`src/rtl/irq_prio_pkg.sv`:
```
package irq_prio_pkg;
  typedef enum logic [3:0] {
    W_STAT = 4'd0,
    W_SET  = 4'd1,
    W_EN   = 4'd2,
    W_CRIT = 4'd3,
    W_POL  = 4'd4,
    W_TRIG = 4'd5,
    W_MASK = 4'd6,
    W_VEC  = 4'd7,
    W_VCFG = 4'd8
  } reg_word_e;
endpackage

```
`src/rtl/irq_cfg_regs.sv`:
```
module irq_cfg_regs
  import irq_prio_pkg::*;
#(
  parameter int unsigned NSRC = 32,
  parameter int unsigned DW   = 32,
  parameter int unsigned AW   = 6
) (
  input  logic            clk,
  input  logic            rst_n,
  input  logic            bus_we,
  input  logic [AW-1:0]   bus_addr,
  input  logic [DW-1:0]   bus_wdata,
  output logic [NSRC-1:0] en_q,
  output logic [NSRC-1:0] crit_q,
  output logic [NSRC-1:0] pol_q,
  output logic [NSRC-1:0] trig_q,
  output logic [DW-1:0]   vbase_q,
  output logic            order_q,
  output logic [NSRC-1:0] clr_mask,
  output logic [NSRC-1:0] set_mask,
  output logic [AW-3:0]   word_sel,
  output logic            word_ok
);
  localparam int unsigned WW = AW - 2;

  logic wr_ok;
  logic unused_vcfg_bit1;

  assign word_sel = bus_addr[AW-1:2];
  assign word_ok  = (bus_addr[1:0] == 2'b00);
  assign wr_ok    = bus_we && word_ok;
  assign unused_vcfg_bit1 = bus_wdata[1];

  assign clr_mask = (wr_ok && word_sel == WW'(W_STAT)) ? bus_wdata[NSRC-1:0] : '0;
  assign set_mask = (wr_ok && word_sel == WW'(W_SET))  ? bus_wdata[NSRC-1:0] : '0;

  always_ff @(posedge clk) begin
    if (!rst_n) begin
      en_q    <= '0;
      crit_q  <= '0;
      pol_q   <= '0;
      trig_q  <= '0;
      vbase_q <= '0;
      order_q <= 1'b0;
    end else if (wr_ok) begin
      case (word_sel)
        WW'(W_EN):   en_q   <= bus_wdata[NSRC-1:0];
        WW'(W_CRIT): crit_q <= bus_wdata[NSRC-1:0];
        WW'(W_POL):  pol_q  <= bus_wdata[NSRC-1:0];
        WW'(W_TRIG): trig_q <= bus_wdata[NSRC-1:0];
        WW'(W_VCFG): begin
          vbase_q <= {bus_wdata[DW-1:2], 2'b00};
          order_q <= bus_wdata[0];
        end
        default: ;
      endcase
    end
  end
endmodule

```
`src/rtl/irq_src_bank.sv`:
```
module irq_src_bank #(
  parameter int unsigned NSRC = 32
) (
  input  logic            clk,
  input  logic            rst_n,
  input  logic [NSRC-1:0] irq_in,
  input  logic [NSRC-1:0] pol_q,
  input  logic [NSRC-1:0] trig_q,
  input  logic [NSRC-1:0] clr_mask,
  input  logic [NSRC-1:0] set_mask,
  output logic [NSRC-1:0] status_q,
  output logic [NSRC-1:0] lvl_hit,
  output logic [NSRC-1:0] edge_hit
);
  logic [NSRC-1:0] prev_q;

  for (genvar b = 0; b < NSRC; b++) begin : g_cell
    logic act_now;
    logic act_prev;
    logic st_next;

    assign act_now     = ~(irq_in[b] ^ pol_q[b]);
    assign act_prev    = ~(prev_q[b] ^ pol_q[b]);
    assign lvl_hit[b]  = act_now & ~trig_q[b];
    assign edge_hit[b] = act_now & ~act_prev & trig_q[b];
    assign st_next     = lvl_hit[b] | edge_hit[b] | set_mask[b] |
                         (status_q[b] & ~clr_mask[b]);

    always_ff @(posedge clk) begin
      if (!rst_n) begin
        prev_q[b]   <= 1'b0;
        status_q[b] <= 1'b0;
      end else begin
        prev_q[b]   <= irq_in[b];
        status_q[b] <= st_next;
      end
    end
  end
endmodule

```
`src/rtl/irq_vec_pick.sv`:
```
module irq_vec_pick #(
  parameter int unsigned NSRC = 32,
  parameter int unsigned DW   = 32
) (
  input  logic [NSRC-1:0] masked,
  input  logic            order_q,
  input  logic [DW-1:0]   vbase_q,
  output logic [DW-1:0]   vector,
  output logic            any_pend
);
  localparam int unsigned IDXW = $clog2(NSRC);

  logic [IDXW-1:0] lo_bit;
  logic [IDXW-1:0] hi_bit;
  logic [IDXW-1:0] win_bit;
  logic [IDXW-1:0] win_src;
  logic            lo_found;
  logic            hi_found;

  always_comb begin
    lo_bit   = '0;
    lo_found = 1'b0;
    for (int b = 0; b < int'(NSRC); b++) begin
      if (masked[b] && !lo_found) begin
        lo_bit   = IDXW'(b);
        lo_found = 1'b1;
      end
    end
  end

  always_comb begin
    hi_bit   = '0;
    hi_found = 1'b0;
    for (int b = int'(NSRC) - 1; b >= 0; b--) begin
      if (masked[b] && !hi_found) begin
        hi_bit   = IDXW'(b);
        hi_found = 1'b1;
      end
    end
  end

  assign any_pend = lo_found;
  assign win_bit  = order_q ? hi_bit : lo_bit;
  assign win_src  = IDXW'(NSRC - 1) - win_bit;
  assign vector   = any_pend ? (vbase_q + (DW'(win_src) << 2)) : vbase_q;
endmodule

```
`src/rtl/irq_prio_ctrl.sv`:
```
module irq_prio_ctrl
  import irq_prio_pkg::*;
#(
  parameter int unsigned NSRC = 32,
  parameter int unsigned DW   = 32,
  parameter int unsigned AW   = 6
) (
  input  logic            clk,
  input  logic            rst_n,
  input  logic [NSRC-1:0] irq_in,
  input  logic [AW-1:0]   bus_addr,
  input  logic            bus_we,
  input  logic [DW-1:0]   bus_wdata,
  output logic [DW-1:0]   bus_rdata,
  output logic            irq_norm,
  output logic            irq_crit
);
  localparam int unsigned WW = AW - 2;

  logic [NSRC-1:0] en_q, crit_q, pol_q, trig_q;
  logic [NSRC-1:0] clr_mask, set_mask;
  logic [NSRC-1:0] status_q, lvl_hit, edge_hit, masked;
  logic [DW-1:0]   vbase_q, vector;
  logic            order_q, any_pend;
  logic [WW-1:0]   word_sel;
  logic            word_ok;

  irq_cfg_regs #(.NSRC(NSRC), .DW(DW), .AW(AW)) u_cfg (
    .clk(clk), .rst_n(rst_n), .bus_we(bus_we), .bus_addr(bus_addr),
    .bus_wdata(bus_wdata), .en_q(en_q), .crit_q(crit_q), .pol_q(pol_q),
    .trig_q(trig_q), .vbase_q(vbase_q), .order_q(order_q),
    .clr_mask(clr_mask), .set_mask(set_mask), .word_sel(word_sel),
    .word_ok(word_ok)
  );

  irq_src_bank #(.NSRC(NSRC)) u_bank (
    .clk(clk), .rst_n(rst_n), .irq_in(irq_in), .pol_q(pol_q),
    .trig_q(trig_q), .clr_mask(clr_mask), .set_mask(set_mask),
    .status_q(status_q), .lvl_hit(lvl_hit), .edge_hit(edge_hit)
  );

  assign masked   = status_q & en_q;
  assign irq_norm = |(masked & ~crit_q);
  assign irq_crit = |(masked & crit_q);

  irq_vec_pick #(.NSRC(NSRC), .DW(DW)) u_pick (
    .masked(masked), .order_q(order_q), .vbase_q(vbase_q),
    .vector(vector), .any_pend(any_pend)
  );

  always_comb begin
    bus_rdata = '0;
    if (word_ok) begin
      case (word_sel)
        WW'(W_STAT): bus_rdata = DW'(status_q);
        WW'(W_EN):   bus_rdata = DW'(en_q);
        WW'(W_CRIT): bus_rdata = DW'(crit_q);
        WW'(W_POL):  bus_rdata = DW'(pol_q);
        WW'(W_TRIG): bus_rdata = DW'(trig_q);
        WW'(W_MASK): bus_rdata = DW'(masked);
        WW'(W_VEC):  bus_rdata = vector;
        WW'(W_VCFG): bus_rdata = vbase_q | DW'(order_q);
        default:     bus_rdata = '0;
      endcase
    end
  end
endmodule

```
`config.mk`:
```
export PLATFORM = sky130hd
export DESIGN_NAME = irq_prio_ctrl
export DESIGN_NICKNAME = d
export VERILOG_FILES = /design/src/rtl/irq_prio_pkg.sv /design/src/rtl/irq_cfg_regs.sv /design/src/rtl/irq_src_bank.sv /design/src/rtl/irq_vec_pick.sv /design/src/rtl/irq_prio_ctrl.sv
export SDC_FILE = /design/constraint.sdc
export NUM_CORES = 1
export LEC_CHECK = 0
export ABC_CLOCK_PERIOD_IN_PS = 7400
export BUFFER_PORTS_ARGS = -buffer_cell sky130_fd_sc_hd__buf_2
export CORE_UTILIZATION = 30
export DETAILED_ROUTE_END_ITERATION = 12
export GPL_ROUTABILITY_DRIVEN = 0
export GPL_TIMING_DRIVEN = 0
export PLACE_DENSITY_LB_ADDON = 0.15
export SLEW_MARGIN = 25
export SYNTH_ARGS = -nofsm -noshare
export SYNTH_HDL_FRONTEND = slang
export SYNTH_SLANG_ARGS = --single-unit
```
`constraint.sdc`:
```
create_clock -name clk -period 7.4 [get_ports clk]
set_input_delay 1.11 -clock clk [delete_from_list [all_inputs] [get_ports clk]]
set_output_delay 1.11 -clock clk [all_outputs]
set_load 0.1 [all_outputs]
```
==> results of run 1 <==
==> cells in the final DEF, fill, tap and decap left out, types with 15 or more instances in the layout <==
| cell type | instances |
|---|---|
| clkbuf_16 | 27 |
| nand3_1 | 56 |
| nand4_1 | 22 |
| a21oi_1 | 50 |
| nor4_1 | 16 |
| buf_2 | 103 |
| and2_1 | 42 |
| a221oi_1 | 35 |
| nor2b_1 | 51 |
| a21boi_1 | 17 |
| o31ai_1 | 21 |
| xnor2_1 | 41 |
| dfxtp_1 | 223 |
| a21o_1 | 32 |
| o22ai_1 | 39 |
| a222oi_1 | 30 |
| nor3_1 | 15 |
| a22oi_1 | 47 |
| a21boi_0 | 143 |
| clkbuf_1 | 101 |
| nand2_1 | 464 |
| nor2_1 | 23 |
==> flip-flops by register name, indices dropped and copies added (netlist names) <==
register and flops:
u_bank.status_q 32, u_cfg.pol_q 32, u_cfg.en_q 32, u_cfg.crit_q 32, u_cfg.vbase_q 30, u_bank.prev_q 32
u_cfg.trig_q 32, u_cfg.order_q 1
==> power groups by stage <==
stage	registers [W]	clock network [W]	logic, W
finish	0.00126	0.00132	0.000204
CTS	0.00126	0.00135	0.000202
global route	0.00127	0.00140	0.000219
global placement	0.00129	0	0.000199
floorplan	0.00127	0	0.000106
detailed placement	0.00129	0	0.000202
==> cell families after synthesis <==
kind of cell,after synthesis,synth area share [%]
AO/OA/AOI/OAI,473,28.5
AND/OR/NAND/NOR,721,26.6
multiplexers,5,0.446
flip-flops,223,36.2
adder cells (fa/ha/maj),6,0.669
buffers and inverters,112,3.66
XOR/XNOR,55,3.90
==> cell type report <==
class	count	area, um^2	area share [%]
clock inverters	7	63.8	0.443
well taps	525	657	4.56
repair buffers	102	510	3.54
plain buffers	106	433	3.00
flip-flops and latches	223	4460	31.0
inverters	6	22.5	0.156
multi-input cells	1260	7450	51.7
clock buffers	41	808	5.61
==> worst max-delay path: cells and delay by family (launching register included) <==
kind / cells / cell delay [ps]
compound gates: 9 / 3210
xor+xnor: 1 / 180
simple gates: 2 / 420
flops: 1 / 400
buf+inv: 2 / 980
fa+ha+maj: 1 / 230
==> stage by stage <==
stage	cells	hold slack [ps]	instance area (um^2)	setup slack [ps]
2_1_floorplan	1595	456	12300	1330
3_3_place_gp	2222	480	13500	772
3_5_place_dp	2222	487	13500	796
4_1_cts	2270	496	14400	180
5_1_grt	2270	519	14400	153
6_report	2270	493	14400	286
==> layer usage <==
metal | vias to the layer above | share of wire [%] | track usage [%]
li1 | 6009 | - | -
met3 | 110 | 8.9 | 4.92
met4 | 0 | 4.4 | 10.5
met2 | 652 | 44 | 41.3
met5 | - | 0 | 0
met1 | 6146 | 43 | 35.0
==> path summary, 6_finish.rpt <==
| path | slack, ps | from | to |
|---|---|---|---|
| worst max-delay path | 290 | u_bank.status_q[15]$_SDFF_PN0_ | bus_rdata[27] |
| worst min-delay path | 490 | u_cfg.trig_q[17]$_SDFFE_PN0P_ | u_cfg.trig_q[17]$_SDFFE_PN0P_ |
| worst max register to register | 6200 | u_cfg.order_q$_SDFFE_PN0P_ | u_cfg.order_q$_SDFFE_PN0P_ |
| worst min register to register | 490 | u_cfg.trig_q[17]$_SDFFE_PN0P_ | u_cfg.trig_q[17]$_SDFFE_PN0P_ |
==> what timing repair did <==
action	CTS	global route
endpoints found under the setup margin	0	7
buffers inserted	0	0
resized for setup	0	2
==> cells in the mapped netlist, types with 3 or more instances <==
cell type | n | area, um^2
a211oi_1 | 5 | 37.5
a21boi_0 | 143 | 1070
a21boi_1 | 17 | 128
a21o_1 | 32 | 240
a21oi_1 | 50 | 250
a221oi_1 | 35 | 307
a222oi_1 | 30 | 300
a22oi_1 | 47 | 353
a31oi_1 | 8 | 50.1
a32oi_1 | 7 | 61.3
and2_1 | 42 | 263
and3_1 | 4 | 25.0
buf_6 | 3 | 33.8
clkbuf_1 | 98 | 368
dfxtp_1 | 223 | 4460
ha_1 | 5 | 62.6
inv_1 | 6 | 22.5
mux2_1 | 3 | 33.8
nand2_1 | 464 | 1740
nand2b_1 | 4 | 25.0
nand3_1 | 56 | 280
nand4_1 | 22 | 138
nor2_1 | 24 | 90.1
nor2b_1 | 51 | 319
nor3_1 | 17 | 85.1
nor3b_1 | 3 | 22.5
nor4_1 | 17 | 106
nor4b_1 | 4 | 35.0
o21a_1 | 3 | 22.5
o21ai_0 | 9 | 45.0
o22ai_1 | 39 | 244
o31ai_1 | 21 | 158
xnor2_1 | 41 | 359
xor2_1 | 14 | 123
==> impl_metrics.json, run 1 <==
{
  "grt_pass1_wl_um": 80800,
  "grt_setup_unrepaired": "no",
  "ys_types": 68,
  "post_drt_wl_per_cell_um": 24.3,
  "vias": 12900,
  "h-tree-depth": 1,
  "cts_tree": "done",
  "clkSinkCount": 223,
  "area_delta_synth_final_pct": 16.8,
  "layout-drive-gt1-share_pct": 9.86,
  "synthesis.nets": 1674,
  "netlist_area_um2": 12300,
  "status": "completed",
  "diodes": 0,
  "insertion_delay_ps": 570,
  "cp_slowest_cell": "a21oi_1",
  "cts_buffers": 27,
  "pin_count": 107,
  "grt_pass1_vias": 12100,
  "clockBufferDepth": 3,
  "max_freq_ghz": 0.141,
  "via_per_inst": 5.69,
  "wirelength_um": 55200,
  "ir_worst_vdd_uv": 197,
  "path_cells": "a22oi_1, nand2_1, a2111oi_0, o21ai_0, a32o_1, a221o_1, ha_1, a211oi_1, o21bai_1, a21oi_1, clkbuf_2, nor4_1, xnor2_1, o22ai_1, buf_2",
  "netlist_instances": 1595,
  "arrival_ps": 6000,
  "reg2regPathDepth": 3,
  "hold_viol_final": 0,
  "p_clk_share_pct": 47.4,
  "power.total_w": 0.00279,
  "p_sw_w": 0.000711,
  "syn_area_per_cell_um2": 7.74,
  "hpwl_um": 41000,
  "yosys_warnings": 0,
  "combPwrFrac_pct": 7.3,
  "slew_headroom_pct": 30.9,
  "die_h_um": 205,
  "synth-main-ff-cell": "dfxtp_1",
  "worstSetupPathType": "flip-flop to output pin",
  "drtIter0Drc": 1396,
  "hold_class": "flip-flop to flip-flop",
  "drc": 0,
  "nets": 1805,
  "holdPathStages": 2,
  "cap_violations": 0,
  "pwr-share-seq_pct": 45.3,
  "start_util_pct": 30.7,
  "critPathCaptureType": "output pin",
  "synth-seq-area-share_pct": 36.2,
  "path_clk_slew_ps": 60,
  "nFillCells": 4281,
  "grt_max_degree": 14,
  "synth_edf_count": 0,
  "setup_violations": 0,
  "drv_slew": 0,
  "fin_crit_ps": 7110,
  "required_ps": 6290,
  "ys_ff_latch": 223,
  "p_sw_share_pct": 25.5,
  "worstPathMaxFanout": 10,
  "die_w_um": 205,
  "antenna_found_initial": 0,
  "period_share_pct": 96.1,
  "port_buffers": 102,
  "finClkSkew_ps": 26.8,
  "ant_nets": 0,
  "finalSetupTns_ps": 0,
  "core_area_um2": 40200,
  "tightest_slew_ps": 1040,
  "leakagePower_nw": 5.04,
  "critPathMaxStageDelay_ps": 610,
  "cts_hold_buf": 0,
  "firstDrtPassIters": 8,
  "internal-power_w": 0.00208,
  "start_kind": "flip-flop",
  "track_usage_pct": 26.2,
  "post-route-util_pct": 35.9,
  "synthArstFlopShare_pct": 0,
  "clock-root-buffer": "clkbuf_16",
  "die-area_um2": 42000,
  "rows": 73,
  "power_density_nw_per_um2": 194,
  "grt_overflow_total": 0
}
(Power assumes the default switching activity.)
==> run 2: changes to the inputs <==
--- a/config.mk
+++ b/config.mk
@@ -7,7 +7,9 @@
 export LEC_CHECK = 0
 export ABC_CLOCK_PERIOD_IN_PS = 7400
 export BUFFER_PORTS_ARGS = -buffer_cell sky130_fd_sc_hd__buf_2
-export CORE_UTILIZATION = 30
+export CELL_PAD_IN_SITES_DETAIL_PLACEMENT = 0
+export CELL_PAD_IN_SITES_GLOBAL_PLACEMENT = 1
+export CORE_UTILIZATION = 45
 export DETAILED_ROUTE_END_ITERATION = 12
 export GPL_ROUTABILITY_DRIVEN = 0
 export GPL_TIMING_DRIVEN = 0
==> run 2 against run 1 <==
Hold slack got worse by 5.6 ps. Largest power group is now sequential cells. First-iteration DRC count is 31% higher. Wire length shrank 9.6%. Sequential share of layout area increased by 0.69 points. Sequential cell count unchanged. Global-route usage grew 8.8 points.
==> impl_metrics.json, run 2 (synthesis results as in run 1) <==
{
  "die-area_um2": 28100,
  "r2r-end": "u_cfg.order_q$_SDFFE_PN0P_",
  "cts_hold_buf": 0,
  "insertion_delay_ps": 560,
  "grt_overflow_total": 0,
  "start_util_pct": 45.8,
  "regToRegSetupSlack_ps": 6200,
  "pin_count": 107,
  "met3RoutedLength_um": 5060,
  "firstDrtPassIters": 6,
  "setup.worst_path.start": "u_bank.status_q[14]$_SDFF_PN0_",
  "drtIter0Drc": 1825,
  "crit_end": "bus_rdata[11]",
  "vias": 13000,
  "clock-root-buffer": "clkbuf_16",
  "drc": 0,
  "cts_tree": "done",
  "dr_wl_met2_um": 21700,
  "critPathMaxStageDelay_ps": 680,
  "grt_max_degree": 14,
  "ir_worst_vdd_uv": 153,
  "finClkSkew_ps": 17.8,
  "nets": 1805,
  "hold_ws_ps": 488,
  "fin_crit_ps": 7100,
  "grt_pass1_wl_um": 74400,
  "cap_violations": 0,
  "cts_setup_buffers": 0,
  "tightest_slew_ps": 1130,
  "clockBufferDepth": 3,
  "worstPathMaxFanout": 10,
  "wirelength_um": 49900,
  "h-tree-depth": 1,
  "post_cts_resized": 0,
  "ant_nets": 0,
  "hold_class": "flip-flop to flip-flop",
  "die_w_um": 168,
  "area_delta_synth_final_pct": 14.2,
  "wl_met1_um": 21000,
  "port_buffers": 102,
  "path_clk_slew_ps": 70,
  "finalSetupTns_ps": 0,
  "clkSinkCount": 223,
  "setup_violations": 0,
  "path_cells": "a22oi_1, nand2_1, a2111oi_0, o21ai_0, a32o_1, a221o_1, ha_1, a211oi_1, o21bai_1, a21oi_1, clkbuf_1, nor3_1, xnor2_1, o22ai_1, buf_2",
  "status": "completed",
  "period_share_pct": 95.9,
  "grt_pass1_vias": 11800,
  "final_common_cell": "nand2_1",
  "most-common-layout-cells": "nand2_1, dfxtp_1, a21boi_0, clkbuf_1, buf_2",
  "diodes": 0,
  "max_freq_ghz": 0.141,
  "place_ws_ps": 1090,
  "cts_buffers": 26,
  "arrival_ps": 5990,
  "top_layer": "met4",
  "layout-drive-gt1-share_pct": 9.47,
  "timing.rr.start": "u_cfg.order_q$_SDFFE_PN0P_",
  "leakagePower_nw": 4.98,
  "grt_setup_unrepaired": "no",
  "critPathCaptureType": "output pin",
  "rows": 60,
  "die_h_um": 168,
  "slew_headroom_pct": 24.5,
  "start_kind": "flip-flop",
  "worstSetupPathType": "flip-flop to output pin",
  "core_area_um2": 27000,
  "antenna_found_initial": 0,
  "required_ps": 6290,
  "drv_slew": 0,
  "track_usage_pct": 35.0,
  "reg2regPathDepth": 3,
  "setup_slack_ps": 304,
  "cp_slowest_cell": "clkbuf_1",
  "power_density_nw_per_um2": 191,
  "post_drt_wl_per_cell_um": 24.0,
  "hpwl_um": 36900,
  "via_per_inst": 6.22,
  "hold_viol_final": 0
}
-- run 2: how the worst min path moves through the flow --
stage	start	end	depth (start not counted)
3_5_place_dp	u_cfg.trig_q[25]$_SDFFE_PN0P_	u_cfg.trig_q[25]$_SDFFE_PN0P_	2
3_3_place_gp	u_cfg.trig_q[25]$_SDFFE_PN0P_	u_cfg.trig_q[25]$_SDFFE_PN0P_	2
6_report	u_cfg.trig_q[25]$_SDFFE_PN0P_	u_cfg.trig_q[25]$_SDFFE_PN0P_	2
5_1_grt	u_cfg.trig_q[21]$_SDFFE_PN0P_	u_cfg.trig_q[21]$_SDFFE_PN0P_	2
2_1_floorplan	u_cfg.trig_q[18]$_SDFFE_PN0P_	u_cfg.trig_q[18]$_SDFFE_PN0P_	2
4_1_cts	u_cfg.vbase_q[31]$_SDFFE_PN0P_	u_cfg.vbase_q[31]$_SDFFE_PN0P_	2
-- run 2: metrics by stage --
| stage | std cells | util, % | area [um^2] | total power [W] |
|---|---|---|---|---|
| global route | 2084 | 52.3 | 14100 | 0.00276 |
| global placement | 2038 | 49.3 | 13300 | 0.00148 |
| detailed placement | 2039 | 49.3 | 13300 | 0.00148 |
| floorplan | 1595 | - | 12300 | 0.00138 |
| finish | 2084 | 52.3 | 14100 | 0.00269 |
| CTS | 2084 | 52.3 | 14100 | 0.00269 |
-- run 2: power breakdown --
group | internal [W] | leakage, nW | switching, W
clock | 0.000687 | 0.386 | 0.000537
sequential | 0.00123 | 1.82 | 0.0000373
combinational | 0.0000715 | 2.78 | 0.000128
-- run 2: layer usage --
layer	GRT usage, %	vias up
met2	54.2	741
met1	48.1	6080
met3	5.98	138
li1	-	6000
met5	0	-
met4	14.6	0
-- run 2: final cells by class --
class                      instances  area, um^2
fill                            2668       12900
multi-input combinational       1260        7450
sequential                       223        4460
clock buffer                      38         736
timing repair buffer             103         515
buffer                           106         429
tap                              341         427
clock inverter                     7        52.6
inverter                           6        22.5
-- run 2: worst max-delay path, delay by kind of cell, from the launching register on --
kind,cells,cell delay [ps]
xor gates and xnor gates,1,160
DFF,1,370
buffers and inverters,2,1160
and+or+nand+nor,2,400
AOI/OAI and AO/OA,9,3070
adders and majority gates,1,230
==> run 3: changes to the inputs <==
--- a/config.mk
+++ b/config.mk
@@ -13,7 +13,7 @@
 export DETAILED_ROUTE_END_ITERATION = 12
 export GPL_ROUTABILITY_DRIVEN = 0
 export GPL_TIMING_DRIVEN = 0
-export PLACE_DENSITY_LB_ADDON = 0.15
+export PLACE_DENSITY_LB_ADDON = 0.3
 export SLEW_MARGIN = 25
 export SYNTH_ARGS = -nofsm -noshare
 export SYNTH_HDL_FRONTEND = slang
==> run 3 against run 2 <==
Core utilization rose by 0.27 points. Critical endpoint is now bus_rdata[17]. Maximum frequency down 1.0%. Setup slack got worse by 75 ps. Sequential share of layout area decreased by 0.16 points. Clock power increased by 7%. Wire length shrank 1.1%. Sequential power hardly changed. Register-to-register slack better by 60 ps. Non-clock buffer count stayed put. Largest cell class unchanged.
==> impl_metrics.json, run 3 (synthesis results as in run 1) <==
{
  "critPathMaxStageDelay_ps": 670,
  "setup_violations": 0,
  "track_usage_pct": 34.7,
  "slew_headroom_pct": 26.3,
  "grt_pass1_wl_um": 73800,
  "vias": 13100,
  "multi_input_comb_area_um2": 7450,
  "grt_setup_unrepaired": "no",
  "reg2regPathDepth": 3,
  "worstHoldStart": "u_cfg.trig_q[21]$_SDFFE_PN0P_",
  "nFillCells": 2661,
  "rows": 60,
  "final_common_cell": "nand2_1",
  "cp_slowest_cell": "clkbuf_1",
  "power_density_nw_per_um2": 195,
  "hold_class": "flip-flop to flip-flop",
  "required_ps": 6290,
  "die-area_um2": 28100,
  "clkSinkCount": 223,
  "grt_pass1_vias": 12000,
  "max_freq_ghz": 0.139,
  "most-common-layout-cells": "nand2_1, dfxtp_1, a21boi_0, buf_2, clkbuf_1",
  "holdPathEnd": "u_cfg.trig_q[21]$_SDFFE_PN0P_",
  "seqCellArea_um2": 4460,
  "worstSetupPathType": "flip-flop to output pin",
  "arrival_ps": 6060,
  "setup_slack_ps": 229,
  "holdPathStages": 2,
  "port_buffers": 102,
  "finalSetupTns_ps": 0,
  "leakagePower_nw": 5.03,
  "clock-root-buffer": "clkbuf_16",
  "cap_violations": 0,
  "cts_tree": "done",
  "pin_count": 107,
  "clockBufferDepth": 3,
  "period_share_pct": 96.9,
  "worstPathMaxFanout": 10,
  "post_cts_resized": 0,
  "r2r-end": "u_cfg.order_q$_SDFFE_PN0P_",
  "final_cells": 2084,
  "start_util_pct": 45.8,
  "regToRegSetupSlack_ps": 6260,
  "grt_max_degree": 13,
  "ant_nets": 0,
  "insertion_delay_ps": 550,
  "path_cells": "a22oi_1, nand2_1, a2111oi_0, o21ai_0, a32o_1, a221o_1, ha_1, a211oi_1, o21bai_1, a21oi_1, clkbuf_1, nor4_1, xnor2_1, o22ai_1, buf_2",
  "cts_buffers": 26,
  "dp.cells": 2039,
  "finClkSkew_ps": 9.29,
  "antenna_found_initial": 2,
  "wirelength_um": 49400,
  "drv_slew": 0,
  "power.total_w": 0.00277,
  "via_per_inst": 6.31,
  "ir_worst_vdd_uv": 187,
  "tightest_slew_ps": 1110,
  "nets": 1805,
  "h-tree-depth": 1,
  "hold_viol_final": 0,
  "status": "completed",
  "firstDrtPassIters": 7,
  "core_area_um2": 27000,
  "critPathCaptureType": "output pin",
  "grt_overflow_total": 0,
  "path_clk_slew_ps": 60,
  "die_w_um": 168,
  "drtIter0Drc": 1920,
  "hpwl_um": 36400,
  "cts_setup_buffers": 0,
  "die_h_um": 168,
  "layout-drive-gt1-share_pct": 9.70,
  "post_drt_wl_per_cell_um": 23.7,
  "timing.rr.start": "u_cfg.order_q$_SDFFE_PN0P_",
  "fin_crit_ps": 7170,
  "place_ws_ps": 1040,
  "area_delta_synth_final_pct": 14.8,
  "cts_hold_buf": 0,
  "drc": 0,
  "start_kind": "flip-flop"
}
## run 3: changes by cell type in the layout (fill, tap and decap cells not counted)
cell        previous run  this run
bufinv_16              0         2
clkbuf_16             26        27
clkinv_2               4         6
clkbuf_8               4         6
clkinvlp_4             1         0
clkbuf_1             106       101
diode_2                0         1
clkinv_8               1         0
inv_6                  1         0
## run 3: report_power, final
part | leakage (nW) | internal (W) | switching, W | total [W]
clock | 0.431 | 0.000787 | 0.000516 | 0.00130
combinational | 2.78 | 0.0000715 | 0.000128 | 0.000200
sequential | 1.82 | 0.00123 | 0.0000365 | 0.00126
total | 5.03 | 0.00209 | 0.000680 | 0.00277
## run 3: worst max path at each step
stage                                    from       endpoint  slack, ps
2_1_floorplan     u_cfg.en_q[23]$_SDFFE_PN0P_  bus_rdata[28]       1330
3_3_place_gp   u_bank.status_q[14]$_SDFF_PN0_  bus_rdata[17]       1010
3_5_place_dp   u_bank.status_q[14]$_SDFF_PN0_  bus_rdata[17]       1040
4_1_cts        u_bank.status_q[14]$_SDFF_PN0_  bus_rdata[17]        450
5_1_grt        u_bank.status_q[14]$_SDFF_PN0_  bus_rdata[17]        120
6_report       u_bank.status_q[15]$_SDFF_PN0_  bus_rdata[17]        230
## run 3: critical path: cells and delay by family, from the launching register on
| family | cells | cell delay, ps |
|---|---|---|
| XOR/XNOR | 1 | 160 |
| AND/OR/NAND/NOR | 2 | 440 |
| AO/OA/AOI/OAI | 9 | 3120 |
| flip-flops | 1 | 400 |
| adder cells (fa/ha/maj) | 1 | 230 |
| buffers and inverters | 2 | 1160 |
## run 3: layer usage
layer | track usage [%] | share of wire (%) | vias to the layer above | wire length, um
met3 | 6.57 | 11 | 183 | 5360
met1 | 46.9 | 41 | 6134 | 20300
met5 | 0 | 0.030 | - | 15
li1 | - | - | 6000 | -
met4 | 18.0 | 5.6 | 2 | 2770
met2 | 52.4 | 42 | 821 | 20900
## run 3: layout make-up
class,instances,area share (%)
inverters,6,0.159
repair buffers,103,3.64
flip-flops and latches,223,31.5
well taps,341,3.01
diodes,1,0.0177
clock inverters,8,0.636
clock buffers,36,5.43
plain buffers,106,3.03
multi-input cells,1260,52.6
## run 3: through the flow
step | util [%] | cell area (um^2) | hold WS (ps)
final | 52.6 | 14200 | 487
after global routing | 52.6 | 14200 | 511
after CTS | 52.5 | 14200 | 488
after detailed placement | 49.3 | 13300 | 480
after global placement | 49.3 | 13300 | 476
after floorplan | - | 12300 | 456
